File: src/rtl/sdb_pkg.sv
package sdb_pkg;
  localparam int unsigned WORD_W    = 32;
  localparam int unsigned BYTE_W    = 8;
  localparam int unsigned CMD_BYTES = 6;
  localparam int unsigned RSP_LONG  = 16;
  localparam int unsigned RSP_SHORT = 4;
  localparam int unsigned RSP_BUF   = RSP_LONG + 1;
  localparam int unsigned NUM_REGS  = 6;
  localparam logic [BYTE_W-1:0] LONG_TAG = 8'h3F;

  typedef enum logic [2:0] {
    OFF_CLKDIV  = 3'd0,
    OFF_ENABLE  = 3'd1,
    OFF_PENDING = 3'd2,
    OFF_START   = 3'd3,
    OFF_CMD     = 3'd4,
    OFF_DAT     = 3'd5
  } reg_off_e;
endpackage

File: src/rtl/sdb_regs.sv
module sdb_regs
  import sdb_pkg::*;
(
  input  logic              clk_i,
  input  logic              rst_ni,
  input  logic              wr_clkdiv_i,
  input  logic              wr_enable_i,
  input  logic              wr_pending_i,
  input  logic              wr_start_i,
  input  logic [WORD_W-1:0] wdata_i,
  output logic [WORD_W-1:0] clkdiv_o,
  output logic [WORD_W-1:0] enable_o,
  output logic [WORD_W-1:0] pending_o,
  output logic [WORD_W-1:0] start_o
);
  function automatic logic [WORD_W-1:0] rx_mirror(input logic [WORD_W-1:0] en);
    logic [WORD_W-1:0] p;
    p    = '0;
    p[1] = en[1];
    p[3] = en[3];
    return p;
  endfunction

  always_ff @(posedge clk_i or negedge rst_ni) begin
    if (!rst_ni) begin
      clkdiv_o  <= '0;
      enable_o  <= '0;
      pending_o <= '0;
      start_o   <= '0;
    end else begin
      if (wr_clkdiv_i) clkdiv_o <= wdata_i;
      if (wr_start_i)  start_o  <= wdata_i;
      if (wr_enable_i) begin
        enable_o  <= wdata_i;
        pending_o <= rx_mirror(wdata_i);
      end else if (wr_pending_i) begin
        pending_o <= rx_mirror(enable_o);
      end
    end
  end

  p_pending_tx_zero_r3: assert property (@(posedge clk_i) disable iff (!rst_ni)
    pending_o[0] == 1'b0 && pending_o[2] == 1'b0);
  p_pending_follow_r3: assert property (@(posedge clk_i) disable iff (!rst_ni)
    wr_enable_i |=> pending_o[1] == enable_o[1] && pending_o[3] == enable_o[3]);
endmodule

File: src/rtl/sdb_cmd.sv
module sdb_cmd
  import sdb_pkg::*;
(
  input  logic                       clk_i,
  input  logic                       rst_ni,
  input  logic                       wr_i,
  input  logic                       rd_i,
  input  logic [BYTE_W-1:0]          wbyte_i,
  output logic                       busy_o,
  output logic [BYTE_W-1:0]          rbyte_o,
  output logic                       wrap_o,
  output logic                       cmd_valid_o,
  input  logic                       cmd_ready_i,
  output logic [5:0]                 cmd_index_o,
  output logic [WORD_W-1:0]          cmd_arg_o,
  output logic [BYTE_W-1:0]          cmd_crc_o,
  input  logic [4:0]                 rsp_len_i,
  input  logic [RSP_LONG*BYTE_W-1:0] rsp_data_i
);
  localparam int unsigned WP_W = $clog2(CMD_BYTES);
  localparam int unsigned RP_W = $clog2(RSP_BUF + 1);

  logic [WP_W-1:0]   wr_ptr_q;
  logic [RP_W-1:0]   rd_ptr_q, len_q;
  logic [5:0]        idx_acc_q;
  logic [WORD_W-1:0] arg_acc_q;
  logic              drop_q;
  logic [BYTE_W-1:0] rsp_q [RSP_BUF];

  assign cmd_valid_o = busy_o;
  assign rbyte_o     = (rd_ptr_q < RP_W'(RSP_BUF)) ? rsp_q[rd_ptr_q] : '0;
  assign wrap_o      = rd_i && ((rd_ptr_q + RP_W'(1)) > len_q);

  always_ff @(posedge clk_i or negedge rst_ni) begin
    if (!rst_ni) begin
      wr_ptr_q    <= '0;
      rd_ptr_q    <= '0;
      len_q       <= '0;
      idx_acc_q   <= '0;
      arg_acc_q   <= '0;
      drop_q      <= 1'b0;
      busy_o      <= 1'b0;
      cmd_index_o <= '0;
      cmd_arg_o   <= '0;
      cmd_crc_o   <= '0;
      for (int k = 0; k < RSP_BUF; k++) rsp_q[k] <= '0;
    end else begin
      if (busy_o && cmd_ready_i) begin
        busy_o   <= 1'b0;
        drop_q   <= (cmd_index_o == 6'd0);
        rd_ptr_q <= '0;
        rsp_q[0] <= {2'b00, cmd_index_o};
        for (int k = 0; k < RSP_LONG; k++)
          rsp_q[k+1] <= rsp_data_i[(RSP_LONG-1-k)*BYTE_W +: BYTE_W];
        if (rsp_len_i == 5'(RSP_LONG)) begin
          rsp_q[0] <= LONG_TAG;
          len_q    <= RP_W'(RSP_LONG + 1);
        end else if (rsp_len_i == 5'(RSP_SHORT)) begin
          rsp_q[RSP_SHORT+1] <= '0;
          len_q              <= RP_W'(RSP_SHORT + 2);
        end else begin
          len_q <= RP_W'(rsp_len_i);
        end
      end
      if (wr_i) begin
        if (drop_q) begin
          drop_q <= 1'b0;
        end else if (wr_ptr_q == WP_W'(CMD_BYTES - 1)) begin
          wr_ptr_q    <= '0;
          busy_o      <= 1'b1;
          cmd_index_o <= idx_acc_q;
          cmd_arg_o   <= arg_acc_q;
          cmd_crc_o   <= wbyte_i;
        end else begin
          if (wr_ptr_q == '0) idx_acc_q <= wbyte_i[5:0];
          else arg_acc_q[(4 - int'(wr_ptr_q))*BYTE_W +: BYTE_W] <= wbyte_i;
          wr_ptr_q <= wr_ptr_q + WP_W'(1);
        end
      end
      if (rd_i) rd_ptr_q <= wrap_o ? '0 : rd_ptr_q + RP_W'(1);
    end
  end

  p_req_hold_r4: assert property (@(posedge clk_i) disable iff (!rst_ni)
    cmd_valid_o && !cmd_ready_i |=> cmd_valid_o && $stable(cmd_index_o) &&
    $stable(cmd_arg_o) && $stable(cmd_crc_o));
  p_no_access_busy_r9: assert property (@(posedge clk_i) disable iff (!rst_ni)
    busy_o |-> !wr_i && !rd_i);
  p_wrap_to_zero_r7: assert property (@(posedge clk_i) disable iff (!rst_ni)
    wrap_o |=> rd_ptr_q == '0);
  p_rd_ptr_range_r7: assert property (@(posedge clk_i) disable iff (!rst_ni)
    rd_ptr_q <= RP_W'(RSP_BUF) && wr_ptr_q < WP_W'(CMD_BYTES));
  p_drop_once_r8: assert property (@(posedge clk_i) disable iff (!rst_ni)
    drop_q && wr_i |=> !drop_q && !busy_o);
endmodule

File: src/rtl/sdb_dat.sv
module sdb_dat
  import sdb_pkg::*;
(
  input  logic              clk_i,
  input  logic              rst_ni,
  input  logic              wr_i,
  input  logic [WORD_W-1:0] wdata_i,
  input  logic              rd_req_i,
  output logic              tx_busy_o,
  output logic              rx_full_o,
  output logic [WORD_W-1:0] rd_word_o,
  output logic              dat_tx_valid_o,
  input  logic              dat_tx_ready_i,
  output logic [BYTE_W-1:0] dat_tx_byte_o,
  input  logic              dat_rx_valid_i,
  output logic              dat_rx_ready_o,
  input  logic [BYTE_W-1:0] dat_rx_byte_i
);
  localparam int unsigned BPW   = WORD_W / BYTE_W;
  localparam int unsigned CNT_W = $clog2(BPW);

  logic [WORD_W-1:0] tx_sh_q;
  logic [CNT_W-1:0]  tx_cnt_q, rx_cnt_q;

  assign dat_tx_valid_o = tx_busy_o;
  assign dat_tx_byte_o  = tx_sh_q[WORD_W-1 -: BYTE_W];
  assign dat_rx_ready_o = rd_req_i && !rx_full_o;

  always_ff @(posedge clk_i or negedge rst_ni) begin
    if (!rst_ni) begin
      tx_sh_q   <= '0;
      tx_cnt_q  <= '0;
      tx_busy_o <= 1'b0;
      rx_cnt_q  <= '0;
      rx_full_o <= 1'b0;
      rd_word_o <= '0;
    end else begin
      if (wr_i) begin
        tx_sh_q   <= wdata_i;
        tx_cnt_q  <= '0;
        tx_busy_o <= 1'b1;
      end else if (tx_busy_o && dat_tx_ready_i) begin
        tx_sh_q  <= tx_sh_q << BYTE_W;
        tx_cnt_q <= tx_cnt_q + CNT_W'(1);
        if (tx_cnt_q == CNT_W'(BPW - 1)) tx_busy_o <= 1'b0;
      end
      if (rd_req_i && rx_full_o) begin
        rx_full_o <= 1'b0;
      end else if (dat_rx_ready_o && dat_rx_valid_i) begin
        rd_word_o <= {rd_word_o[WORD_W-BYTE_W-1:0], dat_rx_byte_i};
        rx_cnt_q  <= rx_cnt_q + CNT_W'(1);
        if (rx_cnt_q == CNT_W'(BPW - 1)) rx_full_o <= 1'b1;
      end
    end
  end

  p_tx_hold_r10: assert property (@(posedge clk_i) disable iff (!rst_ni)
    dat_tx_valid_o && !dat_tx_ready_i |=> dat_tx_valid_o && $stable(dat_tx_byte_o));
  p_rx_keep_r11: assert property (@(posedge clk_i) disable iff (!rst_ni)
    rx_full_o && !rd_req_i |=> rx_full_o && $stable(rd_word_o));
endmodule

File: src/rtl/sd_cmd_bridge.sv
module sd_cmd_bridge
  import sdb_pkg::*;
#(
  parameter int unsigned ADDR_W = 5
) (
  input  logic                       clk_i,
  input  logic                       rst_ni,
  input  logic                       bus_req_i,
  input  logic                       bus_we_i,
  input  logic [ADDR_W-1:0]          bus_addr_i,
  input  logic [31:0]                bus_wdata_i,
  output logic [31:0]                bus_rdata_o,
  output logic                       bus_ack_o,
  output logic                       bus_unmap_o,
  output logic                       rsp_wrap_o,
  input  logic                       card_present_i,
  output logic [31:0]                clkdiv_o,
  output logic [3:0]                 enable_o,
  output logic [1:0]                 start_o,
  output logic                       cmd_valid_o,
  input  logic                       cmd_ready_i,
  output logic [5:0]                 cmd_index_o,
  output logic [31:0]                cmd_arg_o,
  output logic [7:0]                 cmd_crc_o,
  input  logic [4:0]                 rsp_len_i,
  input  logic [127:0]               rsp_data_i,
  output logic                       dat_tx_valid_o,
  input  logic                       dat_tx_ready_i,
  output logic [7:0]                 dat_tx_byte_o,
  input  logic                       dat_rx_valid_i,
  output logic                       dat_rx_ready_o,
  input  logic [7:0]                 dat_rx_byte_i
);
  localparam int unsigned WIDX_W = ADDR_W - 2;

  logic [WIDX_W-1:0] widx;
  logic mapped, sel_clk, sel_en, sel_pend, sel_start, sel_cmd, sel_dat;
  logic rd, wr;
  logic [WORD_W-1:0] clkdiv_q, enable_q, pending_q, start_q, rd_word;
  logic [BYTE_W-1:0] rbyte;
  logic cmd_busy, tx_busy, rx_full;

  assign widx      = bus_addr_i[ADDR_W-1:2];
  assign mapped    = (widx < WIDX_W'(NUM_REGS)) && (bus_addr_i[1:0] == 2'b00);
  assign sel_clk   = mapped && widx == WIDX_W'(OFF_CLKDIV);
  assign sel_en    = mapped && widx == WIDX_W'(OFF_ENABLE);
  assign sel_pend  = mapped && widx == WIDX_W'(OFF_PENDING);
  assign sel_start = mapped && widx == WIDX_W'(OFF_START);
  assign sel_cmd   = mapped && widx == WIDX_W'(OFF_CMD);
  assign sel_dat   = mapped && widx == WIDX_W'(OFF_DAT);
  assign wr        = bus_req_i && bus_we_i;
  assign rd        = bus_req_i && !bus_we_i;

  assign bus_unmap_o = bus_req_i && !mapped;

  always_comb begin
    bus_ack_o = bus_req_i;
    if (sel_cmd && card_present_i && cmd_busy) bus_ack_o = 1'b0;
    if (sel_dat && card_present_i && (bus_we_i ? tx_busy : !rx_full)) bus_ack_o = 1'b0;
  end

  always_comb begin
    bus_rdata_o = '0;
    if (sel_clk)   bus_rdata_o = clkdiv_q;
    if (sel_en)    bus_rdata_o = enable_q;
    if (sel_pend)  bus_rdata_o = pending_q;
    if (sel_start) bus_rdata_o = start_q;
    if (sel_cmd)   bus_rdata_o = card_present_i ? {24'd0, rbyte} : 32'h0000_00FF;
    if (sel_dat)   bus_rdata_o = card_present_i ? rd_word : 32'hFFFF_FFFF;
  end

  assign clkdiv_o = clkdiv_q;
  assign enable_o = enable_q[3:0];
  assign start_o  = start_q[1:0];

  sdb_regs u_regs (
    .clk_i, .rst_ni,
    .wr_clkdiv_i (wr && sel_clk),
    .wr_enable_i (wr && sel_en),
    .wr_pending_i(wr && sel_pend),
    .wr_start_i  (wr && sel_start),
    .wdata_i     (bus_wdata_i),
    .clkdiv_o    (clkdiv_q),
    .enable_o    (enable_q),
    .pending_o   (pending_q),
    .start_o     (start_q)
  );

  sdb_cmd u_cmd (
    .clk_i, .rst_ni,
    .wr_i       (wr && sel_cmd && card_present_i && !cmd_busy),
    .rd_i       (rd && sel_cmd && card_present_i && !cmd_busy),
    .wbyte_i    (bus_wdata_i[7:0]),
    .busy_o     (cmd_busy),
    .rbyte_o    (rbyte),
    .wrap_o     (rsp_wrap_o),
    .cmd_valid_o, .cmd_ready_i, .cmd_index_o, .cmd_arg_o, .cmd_crc_o,
    .rsp_len_i, .rsp_data_i
  );

  sdb_dat u_dat (
    .clk_i, .rst_ni,
    .wr_i      (wr && sel_dat && card_present_i && !tx_busy),
    .wdata_i   (bus_wdata_i),
    .rd_req_i  (rd && sel_dat && card_present_i),
    .tx_busy_o (tx_busy),
    .rx_full_o (rx_full),
    .rd_word_o (rd_word),
    .dat_tx_valid_o, .dat_tx_ready_i, .dat_tx_byte_o,
    .dat_rx_valid_i, .dat_rx_ready_o, .dat_rx_byte_i
  );

  p_absent_cmd_rd_r12: assert property (@(posedge clk_i) disable iff (!rst_ni)
    rd && sel_cmd && !card_present_i |-> bus_ack_o && bus_rdata_o == 32'h0000_00FF);
  p_absent_no_issue_r12: assert property (@(posedge clk_i) disable iff (!rst_ni)
    !card_present_i && !cmd_valid_o |=> !cmd_valid_o);
  p_unmap_ack_r13: assert property (@(posedge clk_i) disable iff (!rst_ni)
    bus_unmap_o |-> bus_ack_o && (bus_we_i || bus_rdata_o == '0));
  p_stall_busy_r9: assert property (@(posedge clk_i) disable iff (!rst_ni)
    bus_req_i && sel_cmd && card_present_i && cmd_valid_o |-> !bus_ack_o);
endmodule

File: config.mk
export PLATFORM = sky130hd
export DESIGN_NAME = sd_cmd_bridge
export DESIGN_NICKNAME = d
export VERILOG_FILES = /design/src/rtl/sdb_pkg.sv /design/src/rtl/sdb_regs.sv /design/src/rtl/sdb_cmd.sv /design/src/rtl/sdb_dat.sv /design/src/rtl/sd_cmd_bridge.sv
export SDC_FILE = /design/constraint.sdc
export NUM_CORES = 1
export LEC_CHECK = 0
export BUFFER_PORTS_ARGS = -buffer_cell sky130_fd_sc_hd__buf_2
export CAP_MARGIN = 20
export CORE_AREA = 3 3 176 213
export DETAILED_ROUTE_END_ITERATION = 12
export DIE_AREA = 0 0 179 216
export HOLD_SLACK_MARGIN = 0.03
export PLACE_DENSITY_LB_ADDON = 0.2
export SLEW_MARGIN = 15
export SYNTH_ARGS = -nofsm -noshare
export SYNTH_HDL_FRONTEND = slang
export SYNTH_SLANG_ARGS = --single-unit
File: constraint.sdc
create_clock -name clk_i -period 8.05 [get_ports clk_i]
set_clock_uncertainty 0.15 [all_clocks]
set_input_delay 0.805 -clock clk_i [delete_from_list [all_inputs] [get_ports clk_i]]
set_output_delay 0.805 -clock clk_i [all_outputs]
set_load 0.1 [all_outputs]
# --- Yosys cells after proc, flatten, opt, wreduce, memory -nomap -nowiden ---
# Index checks and enable logic that the tools add are counted.
word_totals:
  register_bits: 433
  latchBits: 0
  mem_bits_rw: 0
  mem_bits_ro: 0
  in_bits: 186
  out_inout_bits: 130
  elab_cells: 165
  memories: 0
op_classes:
  addsub: 6
  mul: 0
  n_div: 0
  order_cmp: 4
  n_eq_ne: 10
  n_shift: 2
  muxes: 44
  n_bitwise: 5
  n_reduce_logical: 57
op_table:
  columns: ["op", "count"]
  rows:
  - ["$mux 32", 11]
  - ["$mux 8", 6]
  - ["$bmux 8 s5", 1]
  - ["$logic_and 1x1->1", 35]
  - ["$neg 32->34", 1]
  - ["$shift 8x34->32 const A", 1]
  - ["$shiftx 8x34->32", 1]
  - ["$bwmux 32", 1]
  - ["$mux 5", 5]
  - ["$mux 1", 16]
  - ["$reduce_bool 2->1", 6]
  - ["$eq 3x3->1 const B", 3]
  - ["$reduce_and 2->1", 4]
  - ["$reduce_and 4->1", 2]
  - ["$eq 3x2->1 const B", 2]
  - ["$ge 6x6->1 const B", 1]
  - ["$logic_not 3->1", 2]
  - ["$logic_not 6->1", 1]
  - ["$mux 6", 1]
  - ["$not 5->6", 1]
  - ["$add 5x1->5 const B", 1]
  - ["$eq 5x3->1 const B", 1]
  - ["$eq 5x5->1 const B", 1]
  - ["$gt 5x5->1", 1]
  - ["13 further kinds", 23]

# --- Longest topological paths before layout ---
depth:
  word_depth: 9
  mapped_depth: 12
  mapped_depth_nobuf: 10

# --- By module ---
# Synthesis repeated with hierarchy kept, for this count alone.
unflattened:
  hier_cells: 1784
  area_unflattened_um2: 19663.9
modules_own_cells:
  columns: ["mod", "instances", "cells_per_inst", "area_per_inst_um2", "seq_area_each_um2"]
  rows:
  - ["sdb_cmd", 1, 1033, 10372.4, 5830.6]
  - ["sdb_regs", 1, 245, 4262.8, 2452.4]
  - ["sdb_dat", 1, 270, 3291.9, 1751.7]
  - ["sd_cmd_bridge", 1, 236, 1736.7, 0.0]

# --- Worst setup path after synthesis ---
# Ideal clock, no wire load.
synth_timing:
  kind: "reg2out"
  startpoint: "register u_cmd.rd_ptr_q[0]"
  endpoint: "output rsp_wrap_o"
  arrival_ps: 5137
  required_time_ps: 7095
  setup_slack_ps: 1958
  stages_incl_launch_ff: 12
  path_buffers: 4
  cell_sequence: "dfrtp_1 -> buf_2 -> buf_2 -> buf_2 -> buf_4 -> nand3_1 -> xnor2_1 -> ha_1 -> and4_1 -> a21oi_1 -> o31ai_1 -> nor4_1"
synth_via:
  elab_chain_len: 3
synth_rtl:
  columns: ["item", "line", "source"]
  rows:
  - ["from (decl)", "sdb_cmd.sv:24", "logic [RP_W-1:0] rd_ptr_q, len_q;"]
  - ["from (signal assigned)", "sdb_cmd.sv:80", "if (rd_i) rd_ptr_q <= wrap_o ? '0 : rd_ptr_q + RP_W'(1);"]
  - ["$add 5x1->5", "sdb_cmd.sv:32", "assign wrap_o = rd_i && ((rd_ptr_q + RP_W'(1)) > len_q);"]
  - ["$gt 5x5->1", "sdb_cmd.sv:32", null]
  - ["$logic_and 1x1->1", "sdb_cmd.sv:32", null]
  - ["to (decl)", "sd_cmd_bridge.sv:15", "output logic rsp_wrap_o,"]
# Every way passes these cells.

# --- Worst setup path after layout ---
# Same ends and word-level chain as after synthesis.

==> results by stage <==
Clock network:
- For this design, the CTS-stage hold fixing added 0 buffers.
- The depth of the CTS H-tree is 2.
- After clock tree synthesis, the clock-pin slew on the worst setup and hold paths is 0.06 ns.
- In this run the deepest clock path goes through 3 buffers.
- The buffers inserted during post-CTS setup optimization is 0.
- The number of clock buffers inserted by TritonCTS is 41.
- The tree is rooted in a clkbuf_16.
- The number of clock sinks seen by CTS is between 400 and 500.
- The clock reaches the later pin of the worst-skew pair after 0.54 ns.
- The post-cts gate resize count is 0.
- TritonCTS built the clock tree.

GRT:
- The number of antenna violations at the first check in global routing is 3.
- Entering global routing, the biggest net connects 191 pins.
- The first global-routing pass estimated roughly 77 mm of wire.
- Global routing finished with a remaining overflow of 0.
- The via count of the first global-routing pass is 13500.
- The global-route usage over all layers is 26.0%.

Power:
- In this run the power density over the cells is 240 nW/um^2.
- The leakage power total is between 10 and 15 nW.
- The peak ir drop on the vdd network is 0.184 mV.

Placement:
- Before CTS, the worst setup slack after placement is 3.66 ns.
- The count of buffers added on input and output ports is 315.
- The half-perimeter wire length after placement is 35.8 mm.
- The final estimated routing congestion in global placement is 0.917.

STA:
- The number of hold violations in the final report is 0.
- The max-slew violation count was 0.
- The measured slew at the worst slew-check pin is 1.07 ns.
- The final critical delay including setup and external delays is ~4.5 ns.
- The final setup slack of the worst path is approximately 3.6 ns.
- The worst slew slack as a fraction of its limit is 29.0%.
- The final critical-path share of the clock period is a little under three fifths.
- The number of failing setup endpoints in the final timing report is 0.
- For this run, the top clock speed supported by timing is 0.223 GHz.
- Summed over all failing endpoints, the final setup total negative slack is 0 ns.
- Setup repair after global routing left no endpoint under its margin.

Routing:
- The routed length per placed instance is 21.0 microns.
- The pre-antenna-repair detailed-routing pass consisted of 8 iterations.
- The starting DRC count in detailed routing is 1126.
- The remaining antenna violation count is 0.
- After detailed routing, the number of remaining DRC violations is 0.
- In the routed layout, each cell is associated on average with a via count of 5.58.
- The final wirelength is between 50 and 60 mm.
- Summing over every cut layer, the via total after detailed routing is 13500.

Setup path:
- The signal on the critical path passes through ha_1 -> xor2_1 -> ha_1 -> o21ai_0 -> a21oi_1 -> o31ai_1 -> nor4_1 -> buf_2.
- STA puts the critical path data arrival time at 3.54 ns.
- Counting both buffers and inverters, the worst setup path holds a total of 1.
- The endpoint type of the worst setup path is an output port.
- On the critical path, the stage with the largest delay is an instance of dfrtp_2.
- The number of cells traversed by the worst register-to-register path is 7.
- The endpoint identified for the worst register-to-register timing path is u_cmd.arg_acc_q[4]$_DFFE_PN0P_.
- In this run the critical register-to-register path is launched from u_cmd.wr_ptr_q[0]$_DFFE_PN0P_.
- The delay of the slowest cell on the worst path is 0.87 ns.
- Along the worst path, the maximum fanout reaches 26.
- In this design, the largest share of critical-path delay is due to flip-flops.
- The critical path startpoint category is a flip-flop.
- For flop-to-flop paths, the worst setup slack is ~4.7 ns.
- By instance count, the cell type seen most on the critical path is ha_1.
- By startpoint and endpoint, the worst setup path is classified as flip-flop to output port.
- Data on the critical path is required at its endpoint by a little over 7 ns.

Synth:
- Counting flops with a built-in enable in the synthesized netlist gives 0.
- The sequential share of the synthesized area is 55.5%.
- Synthesis inferred approximately 400 register bits.
- The number of distinct library cells after synthesis is 63.
- The most used flip-flop cell after synthesis is dfrtp_1.
- The netlist area before placement is about 18000 sq um.
- The proportion of register bits with asynchronous set or reset after synthesis is 100%.
- In this run the mean area of a mapped cell was ~11 sq um.
- For this run, the number of Yosys warnings is 0.
- The number of nets in the synthesized netlist is 1853.
- Synthesis produced 1650 cells.

Die:
- The floorplan step defined a core boundary enclosing 35700 sq um.
- The total die area is 38700 sq um.
- The floorplan row count is 76.
- For this design the top-level I/O count stands at ~320.
- In this run the horizontal extent of the chip is 179 microns.
- The die is between 200 and 250 microns tall.
- For this configuration, the core starts out at a cell density of 50.7%.

Final layout:
- In the final design database the tool counted between 2000 and 2500 nets.
- The share of post-route cells with drive strength above 1 is about a third.
- The post-synthesis to final-layout area growth is 17.8%.
- The final standard cell utilization of the core is 59.7%.

Min path:
- The min-delay analysis places its worst path in the category input port to asynchronous set/reset pin.

Status:
- The run finished with clean final reports.

Job:
- The number of maximum-capacitance violations is 0.
logic make-up after synthesis:
family | after synthesis | synth area share (%)
compound gates | 188 | 7.06
xor+xnor | 5 | 0.242
fa+ha+maj | 17 | 1.18
buf+inv | 135 | 3.32
flops | 401 | 55.5
mux | 266 | 17.5
simple gates | 638 | 15.2
how the worst max path moves through the flow:
stage / slack [ns] / endpoint / start / cells after the start
6_report: 3.56 / rsp_wrap_o / u_cmd.rd_ptr_q[0]$_DFFE_PN0P_ / 8
5_1_grt: 3.28 / rsp_wrap_o / u_cmd.rd_ptr_q[0]$_DFFE_PN0P_ / 8
4_1_cts: 3.54 / rsp_wrap_o / u_cmd.rd_ptr_q[0]$_DFFE_PN0P_ / 8
3_5_place_dp: 3.66 / u_dat.rd_word_o[31]$_DFFE_PN0P_ / bus_addr_i[2] / 6
3_3_place_gp: 3.74 / dat_rx_ready_o / bus_addr_i[2] / 5
2_1_floorplan: 1.96 / rsp_wrap_o / u_cmd.rd_ptr_q[0]$_DFFE_PN0P_ / 11
state kept, by name (all words and copies together) (netlist names), 32 cells and up:
name,cells
u_regs.start_o,32
u_cmd.cmd_arg_o,32
u_dat.rd_word_o,32
u_dat.tx_sh_q,32
u_cmd.rsp_q,134
u_regs.enable_o,32
u_cmd.arg_acc_q,32
u_regs.clkdiv_o,32
final cells by class:
cell class                      count  area, sq um
Timing Repair Buffer              332         1730
Multi-Input combinational cell   1114         7470
Sequential cell                   401        10000
Inverter                           23         86.3
Clock buffer                       58         1210
Tap cell                          468          586
Antenna cell                        1         2.50
Clock inverter                     17          166
Fill cell                        3005        14400
synthesized netlist by cell type, drive strengths merged, types with 7 or more instances:
| cell | number | area share (%) |
|---|---|---|
| a21oi | 55 | 1.5 |
| a22o | 8 | 0.39 |
| a22oi | 32 | 1.3 |
| and2 | 7 | 0.24 |
| buf | 49 | 1.5 |
| clkbuf | 63 | 1.3 |
| dfrtp | 401 | 56 |
| ha | 17 | 1.2 |
| inv | 23 | 0.48 |
| mux2 | 221 | 14 |
| mux2i | 27 | 1.5 |
| mux4 | 18 | 2.2 |
| nand2 | 492 | 10 |
| nand3 | 13 | 0.36 |
| nor2 | 40 | 0.87 |
| nor2b | 41 | 1.5 |
| o21ai | 29 | 0.80 |
| o221ai | 24 | 1.2 |
| o22a | 7 | 0.34 |
through the flow:
step / instance area (sq um) / hold WS (ns) / power, W / std cells
floorplan: 18100 / 0.290 / 0.00297 / 1650
global placement: 19900 / 0.303 / 0.00319 / 2338
detailed placement: 19900 / 0.307 / 0.00321 / 2338
CTS: 21300 / 0.151 / 0.00515 / 2413
global route: 21300 / 0.182 / 0.00530 / 2414
finish: 21300 / 0.134 / 0.00511 / 2414
layout by cell type, fill, tap and decap left out, drive strengths merged, types with 4 or more instances in the layout:
cell type and n:
nand2 492, a21oi 55, a32oi 6, a22o 8, o21ai 29, nor4 6
clkbuf 58, and2 7, mux2i 27, clkinv 12, nand3 13, xnor2 4
buf 332, o311ai 5, nor2 40, o221ai 24, a22oi 32, nand4 6
and3 4, mux4 18, or3 4, dfrtp 401, nor3 6, mux2 221
inv 24, o22a 7, ha 17, nand2b 4, nor2b 41
worst reg2reg max path, cell delays in order, from the launching register on:
cell and delay [ns]:
dfrtp_1 0.45, o21ai_0 0.66, nand3_1 0.20, ha_1 0.32, nor4bb_1 0.29, nand2_1 0.14, nor4b_4 0.58, mux2_2 0.40
metal layers:
layer,share of wire [%],vias to the layer above,global-route usage [%]
li1,-,6185,-
met1,40,6643,33.8
met2,49,537,43.1
met3,7.3,91,5.00
met4,3.9,4,9.82
met5,0.053,-,0
power breakdown:
| group | total, W | switching [W] | leakage, nW | internal [W] |
|---|---|---|---|---|
| clock network | 0.00194 | 0.000790 | 0.690 | 0.00115 |
| registers | 0.00233 | 0.000127 | 5.38 | 0.00220 |
| logic | 0.000850 | 0.000613 | 5.03 | 0.000237 |
No activity file was read; power rests on OpenSTA's default activity.
